**config.mk**
```make
export PLATFORM = sky130hd
export DESIGN_NAME = rpr_resolver
export DESIGN_NICKNAME = d
export VERILOG_FILES = /design/src/rtl/rpr_pkg.sv /design/src/rtl/rpr_line_capture.sv /design/src/rtl/rpr_prio_search.sv /design/src/rtl/rpr_resolver.sv
export SDC_FILE = /design/constraint.sdc
export NUM_CORES = 1
export LEC_CHECK = 0
export BUFFER_PORTS_ARGS = -buffer_cell sky130_fd_sc_hd__buf_2
export CAP_MARGIN = 20
export CORE_MARGIN = 2
export CORE_UTILIZATION = 48
export DETAILED_ROUTE_END_ITERATION = 10
export HOLD_SLACK_MARGIN = 0.05
export PLACE_DENSITY = 0.75
export SLEW_MARGIN = 40
export SYNTH_ARGS = -nofsm -noshare
export SYNTH_HDL_FRONTEND = slang
export SYNTH_SLANG_ARGS = --single-unit
```
**constraint.sdc**
```tcl
create_clock -name clk -period 5.2 [get_ports clk]
set_input_delay 1.04 -clock clk [delete_from_list [all_inputs] [get_ports clk]]
set_output_delay 1.04 -clock clk [all_outputs]
set_load 0.02 [all_outputs]
```
**src/rtl/rpr_pkg.sv**
```systemverilog
package rpr_pkg;
    typedef enum logic {
        TRIG_EDGE  = 1'b0,
        TRIG_LEVEL = 1'b1
    } trig_mode_e;
endpackage

```
**src/rtl/rpr_line_capture.sv**
```systemverilog
module rpr_line_capture
    import rpr_pkg::*;
#(
    parameter int NUM_LINES = 8
) (
    input  logic                 clk,
    input  logic                 rst,
    input  logic                 reinit,
    input  logic [NUM_LINES-1:0] irq_in,
    input  logic [NUM_LINES-1:0] trig,
    input  logic [NUM_LINES-1:0] irr_clr,
    output logic [NUM_LINES-1:0] irr
);
    logic [NUM_LINES-1:0] irr_q;
    logic [NUM_LINES-1:0] last_q;

    for (genvar g = 0; g < NUM_LINES; g++) begin : g_line
        logic irr_n;
        logic last_n;
        trig_mode_e mode;

        assign mode = trig_mode_e'(trig[g]);

        always_comb begin
            irr_n  = irr_q[g];
            last_n = irq_in[g];
            unique case (mode)
                TRIG_LEVEL: irr_n = irq_in[g];
                TRIG_EDGE:  irr_n = (irr_q[g] & ~irr_clr[g])
                                  | (irq_in[g] & ~last_q[g]);
            endcase
        end

        always_ff @(posedge clk) begin
            if (rst || reinit) begin
                irr_q[g]  <= 1'b0;
                last_q[g] <= 1'b0;
            end else begin
                irr_q[g]  <= irr_n;
                last_q[g] <= last_n;
            end
        end
    end

    assign irr = irr_q;
endmodule

```
**src/rtl/rpr_prio_search.sv**
```systemverilog
module rpr_prio_search #(
    parameter int NUM_LINES = 8,
    localparam int IDX_W = $clog2(NUM_LINES),
    localparam int PRI_W = IDX_W + 1
) (
    input  logic [NUM_LINES-1:0] vec,
    input  logic [IDX_W-1:0]     off,
    output logic [PRI_W-1:0]     pri
);
    always_comb begin
        pri = PRI_W'(NUM_LINES);
        for (int k = NUM_LINES - 1; k >= 0; k--) begin
            logic [IDX_W-1:0] line;
            line = off + IDX_W'(k);
            if (vec[line]) begin
                pri = PRI_W'(k);
            end
        end
    end
endmodule

```
**src/rtl/rpr_resolver.sv**
```systemverilog
module rpr_resolver #(
    parameter int                   NUM_LINES    = 8,
    parameter bit                   IS_MASTER    = 1'b1,
    parameter logic [NUM_LINES-1:0] TRIG_ALLOW   = 8'hF8,
    parameter int                   CASCADE_LINE = 2,
    localparam int IDX_W = $clog2(NUM_LINES),
    localparam int PRI_W = IDX_W + 1
) (
    input  logic                 clk,
    input  logic                 rst,
    input  logic                 reinit,
    input  logic [NUM_LINES-1:0] irq_in,
    input  logic                 trig_wr,
    input  logic [NUM_LINES-1:0] trig_data,
    input  logic                 mask_wr,
    input  logic [NUM_LINES-1:0] mask_data,
    input  logic                 rot_wr,
    input  logic [IDX_W-1:0]     rot_data,
    input  logic [NUM_LINES-1:0] isr_set,
    input  logic [NUM_LINES-1:0] isr_clr,
    input  logic [NUM_LINES-1:0] irr_clr,
    input  logic                 special_mask_en,
    input  logic                 special_nested_en,
    output logic                 irq_valid,
    output logic [IDX_W-1:0]     irq_index
);
    localparam logic [NUM_LINES-1:0] CASC_BIT = NUM_LINES'(1) << CASCADE_LINE;

    logic [NUM_LINES-1:0] trig_q;
    logic [NUM_LINES-1:0] imr_q;
    logic [NUM_LINES-1:0] isr_q;
    logic [IDX_W-1:0]     off_q;
    logic [NUM_LINES-1:0] irr;
    logic [NUM_LINES-1:0] cand_vec;
    logic [NUM_LINES-1:0] isr_eff;
    logic [PRI_W-1:0]     cand_pri;
    logic [PRI_W-1:0]     isr_pri;

    rpr_line_capture #(.NUM_LINES(NUM_LINES)) u_capture (
        .clk     (clk),
        .rst     (rst),
        .reinit  (reinit),
        .irq_in  (irq_in),
        .trig    (trig_q),
        .irr_clr (irr_clr),
        .irr     (irr)
    );

    always_ff @(posedge clk) begin
        if (rst) begin
            trig_q <= '0;
        end else if (trig_wr) begin
            trig_q <= trig_data & TRIG_ALLOW;
        end
    end

    always_ff @(posedge clk) begin
        if (rst || reinit) begin
            imr_q <= '0;
            isr_q <= '0;
            off_q <= '0;
        end else begin
            if (mask_wr) begin
                imr_q <= mask_data;
            end
            if (rot_wr) begin
                off_q <= rot_data;
            end
            isr_q <= (isr_q & ~isr_clr) | isr_set;
        end
    end

    assign cand_vec = irr & ~imr_q;

    always_comb begin
        isr_eff = isr_q;
        if (special_mask_en) begin
            isr_eff = isr_eff & ~imr_q;
        end
        if (IS_MASTER && special_nested_en) begin
            isr_eff = isr_eff & ~CASC_BIT;
        end
    end

    rpr_prio_search #(.NUM_LINES(NUM_LINES)) u_cand_search (
        .vec (cand_vec),
        .off (off_q),
        .pri (cand_pri)
    );

    rpr_prio_search #(.NUM_LINES(NUM_LINES)) u_isr_search (
        .vec (isr_eff),
        .off (off_q),
        .pri (isr_pri)
    );

    assign irq_valid = cand_pri < isr_pri;
    assign irq_index = cand_pri[IDX_W-1:0] + off_q;
endmodule

```
# ---- Yosys cells after proc, flatten, opt, wreduce, memory -nomap -nowiden
# Cells that the tools add are included.
dict set report totals {
  elab_cells 144
  output_inout_bits 4
  regBits 40
  in_bits 59
}
dict set report op_classes {
  reduce_logical 1
  n_addsub 8
  magnitude_cmp 9
  bitwise_logic 51
  n_mux 55
}
# operator count
set op_table {}
lappend op_table {{2-to-1 mux 4 bit} 16}
lappend op_table {{binary-select mux 1 bit (select 3 bit)} 16}
lappend op_table {{less-than comparator 3 x 4 -> 1 bit (second input constant)} 8}
lappend op_table {{AND 8 bit} 3}
lappend op_table {{inverter 1 bit} 21}
lappend op_table {{AND 1 bit} 16}
lappend op_table {{2-to-1 mux 1 bit} 16}
lappend op_table {{inverter 8 bit} 2}
lappend op_table {{adder 3 bit (second input constant)} 4}
lappend op_table {{case mux 1 bit (2 select lines)} 5}
lappend op_table {{2-to-1 mux 8 bit} 1}
lappend op_table {{OR 1 bit} 8}
lappend op_table {{OR 8 bit} 1}
lappend op_table {{adder 3 x 2 -> 3 bit (second input constant)} 2}
lappend op_table {{less-than comparator 4 bit} 1}
lappend op_table {{adder 3 x 1 -> 3 bit (second input constant)} 1}
lappend op_table {{adder 3 bit} 1}
lappend op_table {{2-to-1 mux 3 bit} 1}
lappend op_table {{logical OR 1 bit} 1}

# ---- Logic depth before layout (Yosys ltp)
# Gate-level depths: netlist of run 1.
dict set report logic_depth {
  depth_word 15
  ltp_mapped 15
  mapped_depth_nobuf 13
}

# ---- Hierarchy
# A second synthesis of run 1 with hierarchy kept.
dict set report hier_totals {
  cells_unflattened 314
  area_unflattened_um2 3074.2
}
# module seq_area_each_um2 cells_each area_each_um2 n_inst
set modules_own_cells {}
lappend modules_own_cells {rpr_prio_search 0.0 63 688.2 2}
lappend modules_own_cells {rpr_resolver 480.5 122 1104.8 1}
lappend modules_own_cells {rpr_line_capture 320.3 66 593.1 1}

# ---- Worst setup path after synthesis of run 1
# Ideal clock, no wire load.
dict set report synth_timing {
  kind {reg-to-output}
  start {register off_q[1]}
  end {output port irq_valid}
  t_required_ns 4.160
  path_stages_with_launch 14
  t_arrival_ns 4.278
  path_slack_ns -0.118
  n_path_buf 2
  cell_sequence {dfxtp_1 clkbuf_1 inv_2 ha_1 buf_2 inv_1 mux4_2 a2111oi_2 or3b_1 or4b_1 ha_1 nor4_1 nand2_1 o41ai_1}
}
dict set report synth_via {
  elab_chain_cells 12
  word_cells_on_any_way 56
  classes_between {add/sub: 7; order compare: 1; mux: 48}
}
# element line_no
set synth_rtl {}
lappend synth_rtl {{start: declaration} rpr_resolver.sv:32} ;# logic [IDX_W-1:0] off_q;
lappend synth_rtl {{start signal: assignment} rpr_resolver.sv:67} ;# off_q <= rot_data;
lappend synth_rtl {{adder 3 bit} rpr_prio_search.sv:14} ;# line = off + IDX_W'(k);
lappend synth_rtl {{binary-select mux 1 bit (select 3 bit)} rpr_prio_search.sv:15} ;# if (vec[line]) begin
lappend synth_rtl {{2-to-1 mux 1 bit (not written as such)} rpr_prio_search.sv:15}
lappend synth_rtl {{2-to-1 mux 4 bit (8 in series)} rpr_prio_search.sv:15}
lappend synth_rtl {{less-than comparator 4 bit *} rpr_resolver.sv:97} ;# assign irq_valid = cand_pri < isr_pri;
lappend synth_rtl {{end: declaration} rpr_resolver.sv:24} ;# output logic irq_valid,
# Every way passes the cells marked *; elsewhere a longest branch is shown, timed or not. The select of a mux whose other input is x is not followed.

# ---- Final worst setup path of run 1
dict set report layout_timing {
  start {input port special_mask_en}
  end {output port irq_valid}
}
dict set report layout_via {
  elab_chain_cells 13
  word_cells_on_any_way 27
  classes_between {order compare: 1; mux: 26}
}
# element line_no
set layout_rtl {}
lappend layout_rtl {{start: declaration} rpr_resolver.sv:22} ;# input logic special_mask_en,
lappend layout_rtl {{2-to-1 mux 8 bit *} rpr_resolver.sv:77} ;# if (special_mask_en) begin
lappend layout_rtl {{2-to-1 mux 3 bit} rpr_resolver.sv:80} ;# if (IS_MASTER && special_nested_en) begin
lappend layout_rtl {{binary-select mux 1 bit (select 3 bit)} rpr_prio_search.sv:15}
lappend layout_rtl {{2-to-1 mux 1 bit (not written as such)} rpr_prio_search.sv:15}
lappend layout_rtl {{2-to-1 mux 4 bit (7 in series)} rpr_prio_search.sv:15}
lappend layout_rtl {{2-to-1 mux 4 bit *} rpr_prio_search.sv:15}
lappend layout_rtl {{less-than comparator 4 bit *} rpr_resolver.sv:97}
# Marked as above.

==> metrics, run 1 <==
crit path time final=slightly above 5 ns; met1 usage=25.5%; initial core utilization=around half; worst-path fanout max=10; Critical Path Start Type=input port; WP data required=4.16 ns; hold path start=u_capture.irr[1]; worst reg2reg startpoint=off_q[2]; Worst Hold Class=reg -> reg; global route hottest layer=met2; # fillers=465; number of global-route vias before repair=around 2300; Cells after Synth=288; Place WS=-0.0702 ns; Clock Latency Late Sink=between 0.2 and 0.3 ns; ranking of synthesized cells by area=dfxtp_1 30%, mux4_2 12%, mux2i_1 11%, nor2_1 3.8%, a21oi_1 3.5%; RSZ-0062 raised after global routing=false; global route total overflow=0; Rows=27; outcome=finished clean; final setup TNS=0 ns; DIE WIDTH=~79 µm; postcts setup bufs=0; hold buffer count at cts=0; Routed WL per cell=around 14 µm; die area=6210 µm²; LEAKAGE=1.45 nW; top cell type's share of synthesized area=29.8%; Detailed Place HPWL=4.76 mm; Synth Warn #=0; final period utilization=97.5%; TritonCTS clock tree=done; GP Congestion=between 0.8 and 0.9; final wirelength=5.95 mm; r2r setup slk=4.04 ns; DIE HEIGHT=78.8 µm; layout cell share with drive strength beyond 1=35.7%; Pins Over Slew Limit=0; Max-cap violations=0; Final setup viols=0; fin nets=about 420; hold path depth=2; H-tree depth=2; initial DRC count=93; reg2reg end=off_q[2]; GRT Util Overall=20.4%; syn_nets=approximately 350; #FFs+latches synth=40; Via Count=2302; Max IR drop VDD=around 0.26 mV; Core Area=5440 µm²; largest net degree at the start of global routing=28; Pwr Total=797 µW; CTS Root Cell=clkbuf_8; Layout area overhead=22.0%; Antenna Nets Post-Route=0; Sinks on Clock Net=40; setup ws final=0.129 ns; Critical Setup Path Class=in -> out; PortBufs=59; post-synthesis instance area=2690 µm²; via/cell ratio=5.42; hold slack final=~0.48 ns; register area share after synthesis=just under 30%; Finished Cell Area=3280 µm²; IO Pins=63; Hold EP=u_capture.irr[1]; Worst-path clk slew=~0.080 ns; mean post-synth cell area=9.33 µm²; CP endpoint kind=output port; worst slew pin tran=between 0.6 and 0.7 ns; Yosys cell types=53; worst reg2reg path depth=3; clock tree buffer depth=2; met3 Usage GRT=3.41%; fmax=197 MHz; placed cell areas=3100 µm²; initial antenna violation count=0; First-pass DRT Iterations=4; Power Density=243 nW/µm²; Worst Skew=between 0.005 and 0.006 ns; Arr. time, crit path=4.03 ns; first-pass GRT wire length=10.2 mm; M2 GR Usage=36.6%; final-report hold violation count=0; # DRC=0; ant diodes=0; cts bufs inserted=5; slew margin rel.=between 50% and 60%; Synth area leader=dfxtp_1
-- synthesized netlist by cell type (all sizes together) --
cell,instances
dfxtp,40
mux2i,30
nor2,27
inv,21
a21oi,19
and2,16
mux4,15
nor2b,11
nand2,10
nand2b,10
buf,9
o21ai,9
a21boi,7
or3b,7
ha,6
clkbuf,4
nor3,4
a211oi,3
a221oi,3
mux2,3
nor4,3
xnor2,3
xor2,3
and3,2
nand3b,2
o211ai,2
o21a,2
or2,2
a2111oi,1
a21bo,1
a221o,1
a31o,1
fa,1
nand3,1
nand4,1
nor3b,1
o21ba,1
o22ai,1
o311ai,1
o31a,1
o31ai,1
o41ai,1
or4b,1
-- cell families (layout without fill, tap and decap cells) --
family	count (synthesis)	after routing	share of synthesized area, %
buffers and inverters	34	99	5.36
AO/OA/AOI/OAI	55	55	14.0
XOR/XNOR	6	6	1.96
AND/OR/NAND/NOR	98	98	20.2
adder cells (fa/ha/maj)	7	7	3.54
multiplexers	48	48	25.2
flip-flops	40	40	29.8
-- per-layer routing --
| metal | vias up | share of wire, % | wire length [µm] |
|---|---|---|---|
| met2 | 48 | 52 | 3090 |
| met3 | 5 | 3.9 | 235 |
| li1 | 1156 | - | - |
| met5 | - | 0 | 0 |
| met1 | 1093 | 43 | 2570 |
| met4 | 0 | 1.0 | 60 |
-- timing repair --
action / in CTS / in global routing
pin swaps: 0 / 3
setup endpoints to repair: 1 / 1
cloned: 0 / 0
gates resized for setup: 2 / 15
-- where the power goes --
group | switching (mW) | total [mW] | internal [mW] | leakage, nW
clock network | 0.111 | 0.255 | 0.144 | 0.0548
registers | 0.00893 | 0.328 | 0.319 | 0.328
logic | 0.106 | 0.213 | 0.107 | 1.06
-- metrics by stage --
stage               utilization [%]  cells
finish                         60.3    425
detailed placement             56.9    417
global placement               56.9    417
global route                   60.3    425
floorplan                         -    288
CTS                            59.2    425
-- flip-flops by register name, summed over array words and instances, names as in the netlist --
signal            flops
isr_q                 8
imr_q                 8
off_q                 3
trig_q                5
u_capture.irr         8
u_capture.last_q      8
-- worst max-delay path: stages --
cell,delay [ns]
buf_6,0.13
buf_4,0.12
nand2_1,0.10
and2_0,0.18
mux4_2,0.50
nand2_1,0.11
or3b_1,0.37
or4b_1,0.54
ha_2,0.20
nor4_1,0.25
nand2_1,0.09
o41ai_2,0.19
buf_2,0.20
-- worst max-delay path by stage --
stage,slack (ns),depth (start not counted),start,endpoint
4_1_cts,0.04,11,special_mask_en,irq_valid
3_3_place_gp,-0.07,12,special_mask_en,irq_valid
5_1_grt,0.02,13,special_mask_en,irq_valid
2_1_floorplan,0.14,13,off_q[1],irq_valid
6_report,0.13,13,special_mask_en,irq_valid
3_5_place_dp,-0.07,12,special_mask_en,irq_valid
-- cells in the final DEF, fill, tap and decap left out, types with 3 or more instances in the layout --
| cell | instances |
|---|---|
| buf_2 | 58 |
| dfxtp_1 | 40 |
| mux2i_1 | 30 |
| nor2_1 | 27 |
| inv_1 | 19 |
| a21oi_1 | 18 |
| mux4_2 | 15 |
| and2_1 | 14 |
| nor2b_1 | 11 |
| buf_4 | 11 |
| nand2_1 | 10 |
| nand2b_1 | 10 |
| o21ai_0 | 9 |
| a21boi_2 | 6 |
| or3b_2 | 5 |
| clkbuf_8 | 5 |
| ha_1 | 4 |
| xor2_1 | 3 |
| nor3_1 | 3 |
| mux2_2 | 3 |
| nor4_1 | 3 |
-- final cells by class --
type / count / area, µm² / share of cell area (%)
clock inverters: 3 / 46.3 / 1.41
inverters: 21 / 78.8 / 2.40
clock buffers: 5 / 68.8 / 2.10
repair buffers: 70 / 384 / 11.7
flip-flops and latches: 40 / 801 / 24.4
well taps: 72 / 90.1 / 2.75
multi-input cells: 214 / 1810 / 55.2
Power figures use the tool's default switching activity.
==> run 2, diff against run 1 <==
Settings changed: CORE_UTILIZATION 48 to 40, PLACE_DENSITY 0.75 to 0.65.
==> run 2 against run 1 <==
Net effect:
- core utilization decreased by 9.1 points
- worst setup slack got worse by 0.036 ns
- sequential share of layout area decreased by 0.084 points
- combinational power increased by 4%
- clock power decreased by 3%
- routed wire length increased by 7.3%
- first-iteration DRC count increased by 5.4%
- critical path depth unchanged
- critical path type unchanged
- largest power group unchanged
- highest routed layer unchanged
==> metrics, run 2 (synthesis gave the netlist of run 1 again) <==
Pins Over Slew Limit=0 (unchanged); CP endpoint kind=output port; Power Density=242 nW/µm² (-0.54%); Worst Skew=0.000969 ns (-0.00420 ns); Flop pwr share=41.2% (about the same); final wirelength=6.39 mm (+7.3%); PortBufs=59 (unchanged); initial antenna violation count=0 (unchanged); Via Count=2294 (-0.35%); Rows=29 (+7.4%); final-report hold violation count=0 (unchanged); worst-path fanout max=10 (unchanged); combinational fraction of design power=27.7% (+0.9 points); LEAKAGE=1.47 nW (+2.0%); Sw Share=28.0% (-0.40 points); via/cell ratio=5.30 (-2.2%); crit path time final=5.11 ns (+0.0359 ns); Critical Path Start Type=input port; final period utilization=98.2% (+0.69 points); GP Congestion=0.839 (-4.8%); Antenna Nets Post-Route=0 (unchanged); Sinks on Clock Net=40 (unchanged); first-pass GRT wire length=10.5 mm (+3.3%); slew margin rel.=55.0% (-0.62 points); met3 wire len=319 µm (+36%); Worst-path clk slew=0.07 ns (about the same); Arr. time, crit path=4.07 ns (+0.04 ns); WP data required=4.16 ns (about the same); met1 wire length=2.81 mm (+9.5%); largest net degree at the start of global routing=28 (unchanged); worst slew pin tran=0.669 ns (+0.00921 ns); fin nets=421 (+0.72%); number of global-route vias before repair=2317 (+3.0%); fmax=196 MHz (-0.70%); initial DRC count=98 (+5.4%); most frequent cells in the layout=59 x buf_2, 40 x dfxtp_1, 30 x mux2i_1, 27 x nor2_1; final setup TNS=0 ns (unchanged); Final setup viols=0 (unchanged); most common cell after layout, fill and taps aside=buf_2; P_int=573 µW (+0.37%); layout cell share with drive strength beyond 1=33.7% (-2.0 points); P_sw=223 µW (-1.6%); GRT Util Overall=17.7% (-2.7 points); # DRC=0 (unchanged); IO Pins=63 (unchanged); global route total overflow=0 (unchanged); First-pass DRT Iterations=6 (+2); H-tree depth=2 (unchanged); WL met2=3.20 mm (+3.7%); Pwr Total=795 µW (-0.20%); Clk network pwr share=31.0% (-1.1 points); Core Area=6420 µm² (+18%); TritonCTS clock tree=done; hold buffer count at cts=0 (unchanged); Layout area overhead=22.4%; cts bufs inserted=5 (unchanged); Critical Setup Path Class=in -> out; DIE HEIGHT=86.0 µm (+9.1%); Detailed Place HPWL=5.02 mm (+5.4%); Worst Hold Class=reg -> reg; outcome=finished clean; top sig layer=met4; die area=7390 µm² (+19%); Clock Latency Late Sink=0.28 ns (about the same); Finished Layout Cells=433 (+1.9%); Max-cap violations=0 (unchanged); initial core utilization=41.8% (-7.6 points); Placed Instances=423 (+1.4%); ant diodes=0 (unchanged); DIE WIDTH=86.0 µm (+9.1%); Routed WL per cell=14.8 µm (+5.4%); CTS Root Cell=clkbuf_8; clock tree buffer depth=2 (unchanged); Max IR drop VDD=0.225 mV (-14%)
[run 2: metrics by stage]
| step | util [%] | hold WS [ns] | setup slack [ns] | area [µm²] |
|---|---|---|---|---|
| after detailed placement | 48.6 | 0.458 | -0.0487 | 3120 |
| after global routing | 51.2 | 0.509 | -0.0477 | 3290 |
| after floorplan | - | 0.443 | 0.140 | 2690 |
| after global placement | 48.6 | 0.454 | -0.0313 | 3120 |
| final | 51.2 | 0.468 | 0.0930 | 3290 |
| after CTS | 50.4 | 0.471 | 0.00256 | 3240 |
[run 2: power groups by stage]
stage | logic, mW | clock network, mW | registers (mW)
floorplan | 0.151 | 0 | 0.331
global placement | 0.204 | 0 | 0.335
detailed placement | 0.210 | 0 | 0.335
CTS | 0.213 | 0.252 | 0.328
global route | 0.243 | 0.263 | 0.330
finish | 0.221 | 0.247 | 0.328
[run 2: timing repair]
item / CTS / global route
resized for setup: 0 / 7
endpoints found under the setup margin: 1 / 1
pin swaps: 1 / 3
setup buffers: 1 / 1
[run 2: per-layer routing]
layer / track usage, % / up-vias
met5: 0 / -
met4: 3.90 / 0
met3: 3.46 / 6
met2: 30.9 / 64
met1: 22.5 / 1061
li1: - / 1163
[run 2: critical path, stage by stage]
cell	delay (ns)
buf_2	0.11
buf_12	0.13
a21boi_2	0.08
mux4_2	0.48
and2_4	0.19
a2111oi_4	0.29
or3b_4	0.42
or4b_1	0.48
ha_2	0.21
nor4_2	0.15
nand2_1	0.09
o41ai_2	0.19
buf_2	0.21
[run 2: worst paths after layout]
check	startpoint	to	slack, ns	cells after the start
worst max-delay path	special_mask_en	irq_valid	0.09	13
worst min-delay path	u_capture.irr[0]	u_capture.irr[0]	0.47	2
worst max register to register	off_q[2]	off_q[2]	4.07	3
worst min register to register	u_capture.irr[0]	u_capture.irr[0]	0.47	2
[run 2: area by class of cell]
| class | instances | area [µm²] |
|---|---|---|
| Clock inverter | 2 | 35.0 |
| Timing Repair Buffer | 73 | 413 |
| Tap cell | 77 | 96.3 |
| Fill cell | 599 | 3130 |
| Sequential cell | 40 | 801 |
| Clock buffer | 6 | 72.6 |
| Multi-Input combinational cell | 214 | 1790 |
| Inverter | 21 | 78.8 |
==> run 3, diff against run 2 <==
Settings changed: ABC_AREA set to 1, PLACE_DENSITY 0.65 to 0.66.
==> run 3 against run 2 <==
Net effect:
- first-iteration DRC count is 14% higher
- flip-flop and latch count stayed put
- design area is 10% lower
- synthesized area is 6.5% lower
- clock-buffer cell count is 1 lower
- cell count is 17% higher
- sequential power hardly changed
- worst setup slack better by 0.72 ns
- maximum frequency is 16% higher
- via count is 8.2% higher
- global-route usage is 0.58 points lower
- core utilization is 2.1 points lower
- largest power group unchanged
==> metrics, run 3 <==
most frequent cells in the layout=87 x nand2_1, 59 x inv_1, 59 x buf_2, 57 x nand3_1, 40 x dfxtp_1; worst slew pin tran=0.737 ns (+0.0685 ns); Util after Layout=49.2% (-2.1 points); largest net degree at the start of global routing=25 (-11%); Max IR drop VDD=0.163 mV (-27%); Yosys cell types=37 (-30%); Core Area=5990 µm² (-6.7%); WP data required=4.16 ns (about the same); ranking of synthesized cells by area=dfxtp_1 32%, nand2_1 13%, nand3_1 11%, inv_1 8.8%, a21oi_1 5.0%; hold buffer count at cts=0 (unchanged); Final setup viols=0 (unchanged); kind of cell adding the most delay to the critical path=adder cells; cts bufs inserted=5 (unchanged); EDFF count, synth=0 (unchanged); top cell type's share of synthesized area=31.9% (+2.1 points); CP endpoint kind=output port; final-report hold violation count=0 (unchanged); H-tree depth=2 (unchanged); fmax=228 MHz (+16%); Detailed Place HPWL=4.61 mm (-8.2%); Worst Hold Class=reg -> reg; Via Count=2482 (+8.2%); ant diodes=0 (unchanged); Crit path top cell by count=nand2_1; first-pass GRT wire length=9.93 mm (-5.4%); Post-CTS Resized=0 (unchanged); GP Congestion=0.842 (+0.31%); fin nets=496 (+18%); postcts setup bufs=0 (-1); via/cell ratio=4.91 (-7.4%); Main synth FF type=dfxtp_1; Worst Skew=0.000907 ns (-0.0000620 ns); DIE WIDTH=83.3 µm (-3.1%); # DRC=0 (unchanged); IO Pins=63 (unchanged); Clock Latency Late Sink=0.29 ns (about the same); GRT Util Overall=17.1% (-0.58 points); CTS Root Cell=clkbuf_8; Critical Setup Path Class=reg -> out; outcome=finished clean; Layout area overhead=17.2%; Arr. time, crit path=3.35 ns (-0.72 ns); LEAKAGE=1.44 nW (-2.0%); # fillers=646 (+7.8%); initial core utilization=41.9% (+0.11 points); crit path time final=4.39 ns (-0.721 ns); TritonCTS clock tree=done; Routed WL per cell=11.4 µm (-23%); Pins Over Slew Limit=0 (unchanged); Cells after Synth=373 (+30%); syn_nets=439 (+24%); PortBufs=59 (unchanged); register area share after synthesis=31.9% (+2.1 points); Synth area leader=dfxtp_1; Critical Path Start Type=flip-flop; initial antenna violation count=0 (unchanged); die area=6930 µm² (-6.2%); top cells by count, synth=87 x nand2_1, 59 x inv_1, 57 x nand3_1, 40 x dfxtp_1, 25 x a21oi_1; worst-path fanout max=18 (+8); Rows=28 (-3.4%); slew margin rel.=50.8% (-4.2 points); cell breakdown of the critical path=inv_8, ha_1, inv_1, nand3_1, nand3_1, nand2_1, nand2_1, nand2_1, nand2_1, nand2_1, nand2_1, nand2_1, nand2_1, inv_1, ha_1, inv_1, fa_1, xnor2_1, xor2_1, buf_2; async set-reset flop share out of synthesis=0% (unchanged); First-pass DRT Iterations=4 (-2); layout cell share with drive strength beyond 1=20.9% (-13 points); global route total overflow=0 (unchanged); #FFs+latches synth=40 (unchanged); most common cell after layout, fill and taps aside=nand2_1; CP bufs+invs=5 (+2); DIE HEIGHT=83.3 µm (-3.1%); initial DRC count=112 (+14%); post-synthesis instance area=2510 µm² (-6.5%); cell with the most instances after synthesis=nand2_1; Antenna Nets Post-Route=0 (unchanged); Critical Path Max Stage Delay=0.49 ns (about the same); final wirelength=5.76 mm (-9.9%); RSZ-0062 raised after global routing=false; Slowest-stage cell, CP=ha_1; number of global-route vias before repair=2327 (+0.43%); final period utilization=84.3% (-14 points); Synth Warn #=0 (unchanged); Worst-path clk slew=0.08 ns (about the same); final setup TNS=0 ns (unchanged); mean post-synth cell area=6.74 µm² (-28%); Sinks on Clock Net=40 (unchanged); Power Density=279 nW/µm² (+15%); clock tree buffer depth=2 (unchanged); Max-cap violations=0 (unchanged)
run 3: final cells by class:
| cell class | count | area (µm²) | share of cell area [%] |
|---|---|---|---|
| clock buffers | 5 | 68.8 | 2.34 |
| well taps | 75 | 93.8 | 3.19 |
| flip-flops and latches | 40 | 801 | 27.2 |
| multi-input cells | 260 | 1380 | 46.9 |
| inverters | 61 | 236 | 8.03 |
| repair buffers | 62 | 318 | 10.8 |
| clock inverters | 3 | 46.3 | 1.57 |
run 3: logic make-up (layout without fill, tap and decap cells):
group                      after synthesis  in the layout  synth area share [%]
adders and majority gates                7              7                  3.78
and+or+nand+nor                        186            186                  34.0
AOI/OAI and AO/OA                       62             62                  14.3
DFF                                     40             40                  31.9
xor gates and xnor gates                 5              5                  2.79
buffers and inverters                   73            131                  13.2
run 3: power by group:
part / total, mW / internal (mW) / leakage [nW] / switching (mW)
Combinational: 0.229 / 0.0899 / 1.06 / 0.139
Clock: 0.261 / 0.145 / 0.0548 / 0.116
Sequential: 0.331 / 0.320 / 0.329 / 0.0109
run 3: worst paths after layout:
kind	from	to	slack [ns]	cells past startpoint
worst max register to register	off_q[2]	off_q[2]	4.07	2
worst min register to register	u_capture.last_q[1]	u_capture.irr[1]	0.42	1
worst max-delay path	off_q[0]	irq_index[2]	0.81	20
worst min-delay path	u_capture.last_q[1]	u_capture.irr[1]	0.42	1
run 3: layer usage:
layer  vias up  share of wire [%]  global-route usage, %
met1      1080                 48                   22.0
met5         -                  0                      0
li1       1316                  -                      -
met2        75                 44                   28.5
met4         0                2.4                   6.41
met3        11                5.0                   2.98
run 3: through the flow:
step / hold slack (ns) / std cells / total power [mW] / worst slack, ns / area (µm²)
5_1_grt: 0.438 / 506 / 0.877 / 0.453 / 2950
3_3_place_gp: 0.409 / 498 / 0.562 / 1.19 / 2830
4_1_cts: 0.426 / 506 / 0.827 / 0.811 / 2950
3_5_place_dp: 0.414 / 498 / 0.568 / 1.14 / 2830
2_1_floorplan: 0.404 / 373 / 0.507 / 1.25 / 2510
6_report: 0.424 / 506 / 0.821 / 0.814 / 2950
